## config.mk

```make
export PLATFORM = sky130hd
export DESIGN_NAME = secs_rtc
export DESIGN_NICKNAME = d
export VERILOG_FILES = /design/src/rtl/secs_rtc_pkg.sv /design/src/rtl/secs_rtc_regs.sv /design/src/rtl/secs_rtc_counter.sv /design/src/rtl/secs_rtc_alarm.sv /design/src/rtl/secs_rtc.sv
export SDC_FILE = /design/constraint.sdc
export NUM_CORES = 1
export LEC_CHECK = 0
export BUFFER_PORTS_ARGS = -buffer_cell sky130_fd_sc_hd__buf_2
export CORE_ASPECT_RATIO = 0.5
export CORE_MARGIN = 1
export CORE_UTILIZATION = 40
export DETAILED_ROUTE_END_ITERATION = 8
export GPL_ROUTABILITY_DRIVEN = 0
export PLACE_DENSITY_LB_ADDON = 0.12
export SKIP_CTS_REPAIR_TIMING = 1
export SYNTH_ARGS = -nofsm -noshare
export SYNTH_HDL_FRONTEND = slang
export SYNTH_HIERARCHICAL = 1
export SYNTH_SLANG_ARGS = --single-unit
```

## constraint.sdc

```tcl
create_clock -name clk -period 11.9 [get_ports clk]
set_clock_uncertainty 0.15 [all_clocks]
set_input_delay 1.785 -clock clk [delete_from_list [all_inputs] [get_ports clk]]
set_output_delay 1.785 -clock clk [all_outputs]
set_load 0.01 [all_outputs]
```

## src/rtl/secs_rtc_pkg.sv

```systemverilog
package secs_rtc_pkg;

    localparam int BYTE_W      = 8;
    localparam int OFF_CTRL    = 0;
    localparam int OFF_ALMCTL  = 1;
    localparam int OFF_WR_BASE = 2;

    localparam int CTRL_RUN_BIT = 7;
    localparam int CTRL_ALM_BIT = 1;
    localparam int ALM_STS_BIT  = 0;

    typedef enum logic [2:0] {
        R_NONE,
        R_CTRL,
        R_ALMCTL,
        R_STAGE,
        R_LIVE,
        R_ALARM
    } region_e;

    typedef struct packed {
        region_e    kind;
        logic [7:0] idx;
    } dec_t;

    function automatic dec_t decode(input logic [7:0] a, input int nb);
        dec_t d;
        int   ai;
        int   rd_base;
        int   al_base;
        ai      = int'(a);
        rd_base = OFF_WR_BASE + nb;
        al_base = OFF_WR_BASE + 2 * nb;
        d.kind  = R_NONE;
        d.idx   = '0;
        if (ai == OFF_CTRL) begin
            d.kind = R_CTRL;
        end else if (ai == OFF_ALMCTL) begin
            d.kind = R_ALMCTL;
        end else if (ai >= OFF_WR_BASE && ai < rd_base) begin
            d.kind = R_STAGE;
            d.idx  = 8'(ai - OFF_WR_BASE);
        end else if (ai >= rd_base && ai < al_base) begin
            d.kind = R_LIVE;
            d.idx  = 8'(ai - rd_base);
        end else if (ai >= al_base && ai < al_base + nb) begin
            d.kind = R_ALARM;
            d.idx  = 8'(ai - al_base);
        end
        return d;
    endfunction

endpackage

```

## src/rtl/secs_rtc_regs.sv

```systemverilog
module secs_rtc_regs
    import secs_rtc_pkg::*;
#(
    parameter int N_BYTES = 4,
    localparam int CNT_W  = N_BYTES * BYTE_W
) (
    input  logic              clk,
    input  logic              rst,
    input  dec_t              wdec,
    input  logic              we,
    input  logic [7:0]        wdata,
    output logic [7:0]        ctrl_q,
    output logic [CNT_W-1:0]  alm_val,
    output logic              ld_vld,
    output logic [CNT_W-1:0]  ld_val,
    output logic              clr_req
);

    logic [N_BYTES-1:1][7:0] stg_q;
    logic [N_BYTES-1:0][7:0] alm_q;
    logic [N_BYTES-1:0]      alm_wr;
    logic [N_BYTES-1:0]      stg_wr;

    for (genvar i = 0; i < N_BYTES; i++) begin : g_strobe
        assign alm_wr[i] = we && (wdec.kind == R_ALARM) && (wdec.idx == 8'(i));
        assign stg_wr[i] = we && (wdec.kind == R_STAGE) && (wdec.idx == 8'(i));
    end

    always_ff @(posedge clk) begin
        if (rst) begin
            ctrl_q <= '0;
            stg_q  <= '0;
            alm_q  <= '0;
        end else begin
            if (we && wdec.kind == R_CTRL) begin
                ctrl_q <= wdata;
            end
            for (int i = 1; i < N_BYTES; i++) begin
                if (stg_wr[i]) stg_q[i] <= wdata;
            end
            for (int i = 0; i < N_BYTES; i++) begin
                if (alm_wr[i]) alm_q[i] <= wdata;
            end
        end
    end

    assign ld_vld  = stg_wr[0];
    assign ld_val  = {stg_q, wdata};
    assign alm_val = alm_q;
    assign clr_req = we && (wdec.kind == R_ALMCTL) && !wdata[ALM_STS_BIT];

endmodule

```

## src/rtl/secs_rtc_counter.sv

```systemverilog
module secs_rtc_counter #(
    parameter int CNT_W = 32
) (
    input  logic             clk,
    input  logic             rst,
    input  logic             run,
    input  logic             tick,
    input  logic             ld_vld,
    input  logic [CNT_W-1:0] ld_val,
    output logic [CNT_W-1:0] cnt
);

    always_ff @(posedge clk) begin
        if (rst) begin
            cnt <= '0;
        end else if (ld_vld) begin
            cnt <= ld_val;
        end else if (run && tick) begin
            cnt <= cnt + CNT_W'(1);
        end
    end

endmodule

```

## src/rtl/secs_rtc_alarm.sv

```systemverilog
module secs_rtc_alarm #(
    parameter int CNT_W = 32
) (
    input  logic             clk,
    input  logic             rst,
    input  logic             alm_en,
    input  logic [CNT_W-1:0] cnt,
    input  logic [CNT_W-1:0] alm_val,
    input  logic             clr_req,
    output logic             status
);

    logic hit;
    assign hit = alm_en && (cnt == alm_val);

    always_ff @(posedge clk) begin
        if (rst) begin
            status <= 1'b0;
        end else if (hit) begin
            status <= 1'b1;
        end else if (clr_req) begin
            status <= 1'b0;
        end
    end

endmodule

```

## src/rtl/secs_rtc.sv

```systemverilog
module secs_rtc
    import secs_rtc_pkg::*;
#(
    parameter int N_BYTES = 4,
    parameter int ADDR_W  = 4,
    localparam int CNT_W  = N_BYTES * BYTE_W
) (
    input  logic              clk,
    input  logic              rst,
    input  logic [ADDR_W-1:0] bus_addr,
    input  logic              bus_we,
    input  logic [7:0]        bus_wdata,
    input  logic              bus_re,
    output logic [7:0]        bus_rdata,
    input  logic              sec_tick,
    output logic              alarm_irq
);

    dec_t             dec;
    logic [7:0]       ctrl_q;
    logic [CNT_W-1:0] alm_val;
    logic             ld_vld;
    logic [CNT_W-1:0] ld_val;
    logic             clr_req;
    logic [CNT_W-1:0] cnt_q;
    logic             sts_q;
    logic             cnt_en;
    logic             alm_en;
    logic [7:0]       rd_mux;

    assign dec    = decode(8'(bus_addr), N_BYTES);
    assign cnt_en = ctrl_q[CTRL_RUN_BIT];
    assign alm_en = ctrl_q[CTRL_ALM_BIT];

    secs_rtc_regs #(.N_BYTES(N_BYTES)) u_regs (
        .clk     (clk),
        .rst     (rst),
        .wdec    (dec),
        .we      (bus_we),
        .wdata   (bus_wdata),
        .ctrl_q  (ctrl_q),
        .alm_val (alm_val),
        .ld_vld  (ld_vld),
        .ld_val  (ld_val),
        .clr_req (clr_req)
    );

    secs_rtc_counter #(.CNT_W(CNT_W)) u_cnt (
        .clk    (clk),
        .rst    (rst),
        .run    (cnt_en),
        .tick   (sec_tick),
        .ld_vld (ld_vld),
        .ld_val (ld_val),
        .cnt    (cnt_q)
    );

    secs_rtc_alarm #(.CNT_W(CNT_W)) u_alm (
        .clk     (clk),
        .rst     (rst),
        .alm_en  (alm_en),
        .cnt     (cnt_q),
        .alm_val (alm_val),
        .clr_req (clr_req),
        .status  (sts_q)
    );

    always_comb begin
        case (dec.kind)
            R_CTRL:   rd_mux = ctrl_q;
            R_ALMCTL: rd_mux = {7'b0, sts_q};
            R_LIVE:   rd_mux = cnt_q[8*int'(dec.idx) +: 8];
            R_ALARM:  rd_mux = alm_val[8*int'(dec.idx) +: 8];
            default:  rd_mux = 8'h00;
        endcase
    end

    always_ff @(posedge clk) begin
        if (rst) begin
            bus_rdata <= 8'h00;
        end else if (bus_re) begin
            bus_rdata <= rd_mux;
        end
    end

    assign alarm_irq = sts_q;

endmodule

```

==> flow_metrics.env, run 1 <==
export IMPL_num_rows=31
export IMPL_finalCritPeriodShare=0.454
export IMPL_outcome="finished clean"
export IMPL_drc_errors=0
export IMPL_reg2reg_slack_ps=9190
export IMPL_endpoint_kind="flop"
export IMPL_synth_area_leaders="dfxtp_1 34%, mux2i_1 14%, nand2b_1 6.7%"
export IMPL_yosysWarnings=6
export IMPL_cts_buffers=9
export IMPL_final_cell_mix="105 x dfxtp_1, 85 x mux2i_1, 67 x nand2b_1, 59 x nand2_1, 39 x xnor2_1"
export IMPL_rsz0062_at_grt="false"
export IMPL_path_max_fanout=63
export IMPL_r2r_end="u_cnt/cnt[24]$_SDFFE_PP0P_"
export IMPL_syn2layout_area_growth_pct=7.28
export IMPL_core_sq_mm=0.0148
export IMPL_die_x_microns=178
export IMPL_cts_tree="done"
export IMPL_seq_area_frac_synth=0.338
export IMPL_dp_cells=876
export IMPL_ff2ff_path_depth=6
export IMPL_worstSkewPairLatency_ps=350
export IMPL_grt_util_all_layers=0.231
export IMPL_ios=26
export IMPL_antenna_cells=0
export IMPL_wl_microns=18000
export IMPL_max_freq_mhz=185
export IMPL_slew_violations=0
export IMPL_synth_fp_nets=720
export IMPL_synthCells=695
export IMPL_viasPerCell=5.66
export IMPL_drive_above_1_share=0.105
export IMPL_critPathArrivalTime_ps=5520
export IMPL_grt_pass1_vias=4692
export IMPL_clkTransAtPathRegs_ps=80
export IMPL_min_path_cells=2
export IMPL_place_ws_ps=6210
export IMPL_dp_final_hpwl_microns=12700
export IMPL_port_buffers=25
export IMPL_startpoint="bus_addr[1]"
export IMPL_vias=5049
export IMPL_tns_ps=0
export IMPL_syn_area_sq_mm=0.00622
export IMPL_pwr_density_cell_mw_per_mm2=110
export IMPL_peakVddDrop_mv=0.0793
export IMPL_yosys_cell_types_count=63
export IMPL_hold_violations=0
export IMPL_timing_rr_start="u_cnt/cnt[0]$_SDFFE_PP0P_"
export IMPL_layout_cells_non_filler=892
export IMPL_grt_max_degree=103
export IMPL_die_area_sq_mm=0.0161
export IMPL_cts_htree_levels=3
export IMPL_drt_iter0_markers=441
export IMPL_hold_class="flop to flop"
export IMPL_tightest_slew_ps=1110
export IMPL_final_common_cell="dfxtp_1"
export IMPL_p_total_w=0.000734
export IMPL_min_period_ps=5400
export IMPL_synth_ff_type="dfxtp_1"
export IMPL_fillers=1495
export IMPL_yosys_register_bits=105
export IMPL_nNetsFinal=714
export IMPL_clk_path_buf_depth=2
export IMPL_cellLeakagePower_nw=2.62
export IMPL_antenna_found_initial=0
export IMPL_cap_violations=0
export IMPL_setup_slack_ps=6500
export IMPL_min_to="u_regs/ld_val[12]$_SDFFE_PP0P_"
export IMPL_relSlewSlack=0.255
export IMPL_worstPathRequired_ps=12020
export IMPL_syn_area_per_cell_sq_um=8.95
export IMPL_async_flop_share=0
export IMPL_netlist_area_leader_share=0.338
export IMPL_antenna_left=0
export IMPL_drt_pass1_iterations=5
export IMPL_root_buffer="clkbuf_16"
export IMPL_clkSinkCount=105
export IMPL_setup_violations=0
export IMPL_grt_overflow=0
export IMPL_criticalPathCategory="input port to flop"
export IMPL_initial_core_util=0.420
export IMPL_hp_start="u_regs/ld_val[12]$_SDFFE_PP0P_"
export IMPL_yosys_area_top_type="dfxtp_1"
export IMPL_start_kind="input port"
export IMPL_wl_per_cell_microns=20.2
export IMPL_die_h_microns=90.2
export IMPL_grt_pass1_wl_microns=27800
export IMPL_synth_edff_count=0
-- kinds of logic (layout without fill, tap and decap cells) --
| group | after synthesis | count (layout) | synth area share |
|---|---|---|---|
| simple gates | 268 | 268 | 0.249 |
| flops | 105 | 105 | 0.338 |
| compound gates | 102 | 102 | 0.123 |
| mux | 86 | 86 | 0.139 |
| buf+inv | 67 | 66 | 0.0523 |
| xor+xnor | 59 | 59 | 0.0831 |
| fa+ha+maj | 8 | 8 | 0.0161 |
-- layout make-up --
type	instances	area (sq um)	area share
Timing Repair Buffer	29	155	0.0233
Sequential cell	105	2100	0.315
Inverter	21	78.8	0.0118
Clock buffer	11	243	0.0364
Clock inverter	5	46.3	0.00694
Multi-Input combinational cell	523	3800	0.569
Tap cell	198	248	0.0371
-- power by group --
part / internal (W) / total (W) / switching [W] / leakage [nW]
combinational: 0.0000301 / 0.0000824 / 0.0000524 / 1.63
sequential: 0.000354 / 0.000358 / 0.00000374 / 0.846
clock: 0.000152 / 0.000294 / 0.000142 / 0.143
-- metal layers --
layer	share of wire	track usage
met3	0.056	0.0389
met5	0	0
met1	0.52	0.356
met4	0.011	0.0466
met2	0.41	0.329
-- worst max-delay path, stage by stage --
cell     delay, ps
buf_2          160
inv_2          100
ha_1           170
inv_1           50
ha_1           260
a21oi_1        390
nor2_2         150
o31ai_1        380
nor2_1         130
nor4_4         540
and4b_2        310
buf_4          510
nor2b_1        110
mux2_2         280
nor3_1         150
-- worst max path at each step --
stage                                             to  slack, ps
after detailed placement  u_cnt/cnt[19]$_SDFFE_PP0P_       6210
after floorplan           u_cnt/cnt[14]$_SDFFE_PP0P_       6750
after CTS                 u_cnt/cnt[19]$_SDFFE_PP0P_       6540
final                     u_cnt/cnt[19]$_SDFFE_PP0P_       6500
after global placement    u_cnt/cnt[19]$_SDFFE_PP0P_       6270
after global routing      u_cnt/cnt[19]$_SDFFE_PP0P_       6120
-- stage by stage --
stage,instance area (sq um),util,hold slack [ps]
3_3_place_gp,6380,0.431,309
2_1_floorplan,6220,-,299
4_1_cts,6670,0.450,331
6_report,6670,0.450,330
3_5_place_dp,6380,0.431,318
5_1_grt,6670,0.450,345
-- synth_stat cells (all sizes together), types with 2 or more instances --
| cell | number |
|---|---|
| xnor2 | 39 |
| a21o | 4 |
| nor2 | 38 |
| nand4 | 21 |
| or2 | 2 |
| and2 | 3 |
| nand2b | 67 |
| or3 | 4 |
| nand2 | 59 |
| nor4 | 11 |
| a22oi | 7 |
| nor4b | 2 |
| xor2 | 20 |
| ha | 8 |
| and4 | 7 |
| inv | 21 |
| and3 | 2 |
| dfxtp | 105 |
| clkbuf | 24 |
| a21oi | 29 |
| nor4bb | 2 |
| o22ai | 5 |
| a32o | 16 |
| nand3 | 11 |
| buf | 22 |
| and4b | 3 |
| o31ai | 8 |
| mux2i | 85 |
| nand4b | 4 |
| o21ai | 10 |
| nor2b | 11 |
| o32ai | 2 |
| nor3b | 2 |
| nor3 | 16 |
| a211oi | 3 |
| o21a | 13 |
| a2111oi | 2 |
-- sequential cells by signal (all words and copies together), names as in the netlist --
name and flops:
u_cnt/cnt 32, u_regs/alm_val 32, u_regs/ld_val 24, bus_rdata 8, u_regs/ctrl_q 8, u_alm/status 1
(Power assumes the default switching activity.)
==> run 2: changes to the inputs <==
Clock period 11.9 ns to 4.6 ns, I/O delays scaled along.
==> run 2 against run 1 <==
  * Critical path depth fell by 1
  * Cell area rose by 1.6%
  * Via count rose by 0.24%
  * Clock power rose to 2.5 times the previous value
  * Clock-buffer cell count fell by 2
  * First-iteration DRC count rose by 15%
  * Utilization rose by 0.70 points
  * Cell count rose by 1.3%
==> flow_metrics.env, run 2 (synthesized netlist as in run 1, its figures left out) <==
export IMPL_antenna_cells=0
export IMPL_p_int_w=0.00138
export IMPL_critPathArrivalTime_ps=4070
export IMPL_worstSkewPairLatency_ps=360
export IMPL_max_freq_mhz=254
export IMPL_final_cell_mix="105 x dfxtp_1, 85 x mux2i_1, 67 x nand2b_1, 59 x nand2_1, 39 x xnor2_1"
export IMPL_postLayoutCoreUtil=0.457
export IMPL_pwr_density_cell_mw_per_mm2=280
export IMPL_drt_pass1_iterations=5
export IMPL_p_total_w=0.00190
export IMPL_hold_class="flop to flop"
export IMPL_final_common_cell="dfxtp_1"
export IMPL_combPwrFrac=0.119
export IMPL_syn2layout_area_growth_pct=8.95
export IMPL_cts_htree_levels=3
export IMPL_initial_core_util=0.420
export IMPL_cts_tree="done"
export IMPL_setup_slack_ps=659
export IMPL_nNetsFinal=726
export IMPL_root_buffer="clkbuf_16"
export IMPL_switching_power_w=0.000523
export IMPL_drive_above_1_share=0.122
export IMPL_viasPerCell=5.60
export IMPL_min_period_ps=3940
export IMPL_ios=26
export IMPL_finalCritPeriodShare=0.857
export IMPL_cts_buffers=9
export IMPL_die_x_microns=178
export IMPL_rsz0062_at_grt="false"
export IMPL_worstPathRequired_ps=4730
export IMPL_port_buffers=25
export IMPL_min_path_cells=2
export IMPL_wl_per_cell_microns=20.2
export IMPL_cap_violations=0
export IMPL_path_max_fanout=17
export IMPL_relSlewSlack=0.151
export IMPL_die_area_sq_mm=0.0161
export IMPL_slew_violations=0
export IMPL_place_ws_ps=329
export IMPL_fillers=1483
export IMPL_grt_util_all_layers=0.233
export IMPL_hold_violations=0
export IMPL_endpoint_kind="flop"
export IMPL_fin_area_sq_mm=0.00678
export IMPL_num_rows=31
export IMPL_grt_pass1_wl_microns=27900
export IMPL_clkPwrFrac=0.393
export IMPL_setup_violations=0
export IMPL_grt_pass1_vias=4660
export IMPL_tightest_slew_ps=1260
export IMPL_tns_ps=0
export IMPL_antenna_left=0
export IMPL_drc_errors=0
export IMPL_die_h_microns=90.2
export IMPL_vias=5061
export IMPL_core_sq_mm=0.0148
export IMPL_drt_iter0_markers=505
export IMPL_antenna_found_initial=0
export IMPL_p_sw_frac=0.275
export IMPL_reg2reg_slack_ps=1930
export IMPL_peakVddDrop_mv=0.170
export IMPL_wl_microns=18300
export IMPL_grt_max_degree=62
export IMPL_seqPwrFrac=0.488
export IMPL_clkSinkCount=105
export IMPL_cellLeakagePower_nw=2.67
export IMPL_grt_overflow=0
export IMPL_outcome="finished clean"
export IMPL_ff2ff_path_depth=5
export IMPL_placed_area_sq_mm=0.00650
export IMPL_clkTransAtPathRegs_ps=70
export IMPL_clk_path_buf_depth=2
export IMPL_start_kind="input port"
export IMPL_criticalPathCategory="input port to flop"
export IMPL_dp_final_hpwl_microns=13300
## run 2: cell count changes in the layout (fill, tap and decap cells not counted)
cell / change
inv_6: +1
inv_8: -1
clkinvlp_4: +1
clkbuf_8: -1
clkbuf_1: -1
clkinv_4: -1
clkinv_2: +2
buf_12: +2
buf_4: +10
## run 2: worst max-delay path: stages
cell and delay [ps]:
buf_2 190, inv_2 80, ha_1 210, inv_1 60, ha_1 260, inv_1 90
a311oi_1 250, a21oi_1 70, a211oi_1 820, nor3_1 120, buf_4 200, and4b_2 380
or3_1 500, o22ai_1 140
## run 2: per-layer routing
layer,track usage,part of all wire,wire length [microns]
met5,0,0,0
met4,0.0487,0.011,193
met3,0.0385,0.055,1010
met2,0.331,0.41,7580
met1,0.359,0.52,9500
## run 2: through the flow
step / instances / hold WS (ps)
final: 904 / 327
after global routing: 904 / 347
after CTS: 904 / 330
after detailed placement: 888 / 312
after global placement: 888 / 311
after floorplan: 695 / 299
## run 2: final cells by class
type	count	area (sq um)	share of cell area
flip-flops and latches	105	2100	0.310
multi-input cells	523	3800	0.561
clock inverters	7	52.6	0.00775
clock buffers	9	225	0.0332
inverters	21	78.8	0.0116
well taps	198	248	0.0366
repair buffers	41	270	0.0399
## run 2: final timing paths
path / start / to
setup / recovery: bus_addr[1] / u_cnt/cnt[29]$_SDFFE_PP0P_
hold / removal: u_regs/ld_val[28]$_SDFFE_PP0P_ / u_regs/ld_val[28]$_SDFFE_PP0P_
hold reg to reg: u_regs/ld_val[28]$_SDFFE_PP0P_ / u_regs/ld_val[28]$_SDFFE_PP0P_
setup reg to reg: u_cnt/cnt[2]$_SDFFE_PP0P_ / u_cnt/cnt[17]$_SDFFE_PP0P_
## run 2: power by group through the flow
| stage | registers (W) | logic [W] | clock network (W) |
|---|---|---|---|
| finish | 0.000926 | 0.000225 | 0.000747 |
| global route | 0.000927 | 0.000241 | 0.000794 |
| CTS | 0.000926 | 0.000224 | 0.000759 |
| detailed placement | 0.000947 | 0.000223 | 0 |
| global placement | 0.000947 | 0.000223 | 0 |
| floorplan | 0.000945 | 0.000154 | 0 |
==> run 3: changes to the inputs <==
Settings changed: CORE_UTILIZATION 40 to 41, CTS_BUF_LIST set to sky130_fd_sc_hd__clkbuf_4 sky130_fd_sc_hd__clkbuf_8 sky130_fd_sc_hd__clkbuf_16.
==> run 3 against run 2 <==
  * Die area shrank 2.4%
  * Combinational power shrank 3%
  * Maximum frequency shrank 1.7%
  * Non-clock buffer count shrank 2
  * Hold slack lost 8.2 ps
  * Cell area is the same
  * Sequential share of layout area is the same
  * Setup slack lost 69 ps
  * Cell count shrank 0.22%
  * Power grew 2.4%
  * Clock-buffer cell count is the same
  * Largest cell class unchanged
==> flow_metrics.env, run 3 (synthesized netlist as in run 1, its figures left out) <==
export IMPL_dp_final_hpwl_microns=13300
export IMPL_cts_tree="done"
export IMPL_grt_pass1_wl_microns=27800
export IMPL_worstPathRequired_ps=4730
export IMPL_drt_pass1_iterations=5
export IMPL_root_buffer="clkbuf_16"
export IMPL_switching_power_w=0.000515
export IMPL_criticalPathCategory="input port to flop"
export IMPL_cts_htree_levels=3
export IMPL_nNetsFinal=724
export IMPL_grt_max_degree=66
export IMPL_pwr_density_cell_mw_per_mm2=287
export IMPL_p_sw_frac=0.265
export IMPL_clkTransAtPathRegs_ps=80
export IMPL_cap_violations=0
export IMPL_worstSkewPairLatency_ps=350
export IMPL_die_area_sq_mm=0.0157
export IMPL_drc_errors=0
export IMPL_path_max_fanout=21
export IMPL_antenna_left=0
export IMPL_ios=26
export IMPL_clkSinkCount=105
export IMPL_antenna_found_initial=0
export IMPL_combPwrFrac=0.113
export IMPL_wl_per_cell_microns=20.2
export IMPL_setup_slack_ps=590
export IMPL_drive_above_1_share=0.119
export IMPL_grt_util_all_layers=0.237
export IMPL_cellLeakagePower_nw=2.67
export IMPL_cts_buffers=9
export IMPL_critPathArrivalTime_ps=4140
export IMPL_place_ws_ps=294
export IMPL_wl_microns=18200
export IMPL_placed_area_sq_mm=0.00647
export IMPL_syn2layout_area_growth_pct=8.95
export IMPL_vias=5075
export IMPL_p_int_w=0.00143
export IMPL_min_period_ps=4010
export IMPL_die_h_microns=89.1
export IMPL_grt_overflow=0
export IMPL_die_x_microns=176
export IMPL_critPathTopFamily="compound AO/OA/AOI/OAI gates"
export IMPL_hold_class="flop to flop"
export IMPL_hold_violations=0
export IMPL_crit_buf_inv=5
export IMPL_grt_pass1_vias=4664
export IMPL_start_kind="input port"
export IMPL_seqPwrFrac=0.477
export IMPL_rsz0062_at_grt="false"
export IMPL_cp_slowest_stage_delay_ps=820
export IMPL_clk_path_buf_depth=2
export IMPL_slowest_stage="a211oi_1"
export IMPL_slew_violations=0
export IMPL_num_rows=31
export IMPL_tightest_slew_ps=1230
export IMPL_final_cell_mix="105 x dfxtp_1, 85 x mux2i_1, 67 x nand2b_1, 59 x nand2_1, 39 x xnor2_1"
export IMPL_core_sq_mm=0.0146
export IMPL_drt_iter0_markers=473
export IMPL_crit_path_cell_trace="buf_2, inv_2, ha_1, inv_1, ha_1, inv_1, a311oi_1, a21oi_1, a211oi_1, nor3_1, buf_4, and4b_2, or3_1, o22ai_1"
export IMPL_initial_core_util=0.425
export IMPL_port_buffers=25
export IMPL_setup_violations=0
export IMPL_fillers=1387
export IMPL_relSlewSlack=0.174
export IMPL_finalCritPeriodShare=0.872
export IMPL_antenna_cells=0
export IMPL_max_freq_mhz=249
export IMPL_clkPwrFrac=0.411
export IMPL_final_common_cell="dfxtp_1"
export IMPL_peakVddDrop_mv=0.166
export IMPL_fin_area_sq_mm=0.00678
export IMPL_outcome="finished clean"
export IMPL_tns_ps=0
export IMPL_endpoint_kind="flop"
export IMPL_viasPerCell=5.63
run 3: path summary, 6_finish.rpt:
kind,start,endpoint,slack [ps],cells after the start
worst min-delay path,u_alm/status$_SDFFE_PP0P_,u_alm/status$_SDFFE_PP0P_,320,2
worst max register to register,u_cnt/cnt[0]$_SDFFE_PP0P_,u_cnt/cnt[17]$_SDFFE_PP0P_,1920,5
worst min register to register,u_alm/status$_SDFFE_PP0P_,u_alm/status$_SDFFE_PP0P_,320,2
worst max-delay path,bus_addr[1],u_cnt/cnt[27]$_SDFFE_PP0P_,590,14
run 3: worst min-delay path, cell delays in order (launching register included):
cell	delay (ps)
dfxtp_1	320
nand2_1	50
o21ai_1	50
run 3: through the flow:
step | utilization | cells | power (W) | hold slack, ps
2_1_floorplan | - | 695 | 0.00110 | 299
6_report | 0.463 | 902 | 0.00194 | 319
4_1_cts | 0.463 | 902 | 0.00196 | 327
3_3_place_gp | 0.443 | 886 | 0.00116 | 311
5_1_grt | 0.463 | 902 | 0.00202 | 346
3_5_place_dp | 0.443 | 886 | 0.00116 | 316
run 3: layout make-up:
type / instances / area, sq um / area share
Clock inverter: 7 / 80.1 / 0.0118
Tap cell: 198 / 248 / 0.0366
Timing Repair Buffer: 39 / 243 / 0.0358
Sequential cell: 105 / 2100 / 0.310
Inverter: 21 / 78.8 / 0.0116
Multi-Input combinational cell: 523 / 3800 / 0.561
Clock buffer: 9 / 225 / 0.0332
run 3: power groups by stage:
stage | Sequential (W) | Clock [W] | Combinational (W)
2_1_floorplan | 0.000945 | 0 | 0.000154
3_3_place_gp | 0.000948 | 0 | 0.000217
5_1_grt | 0.000928 | 0.000852 | 0.000236
3_5_place_dp | 0.000948 | 0 | 0.000215
6_report | 0.000926 | 0.000799 | 0.000219
4_1_cts | 0.000926 | 0.000813 | 0.000217
run 3: metal layers:
metal | global-route usage | vias up | part of all wire | wire length (microns)
li1 | - | 2468 | - | -
met1 | 0.355 | 2468 | 0.53 | 9730
met2 | 0.360 | 127 | 0.41 | 7400
met3 | 0.0395 | 12 | 0.054 | 988
met4 | 0.0356 | 0 | 0.0067 | 123
met5 | 0 | - | 0 | 0
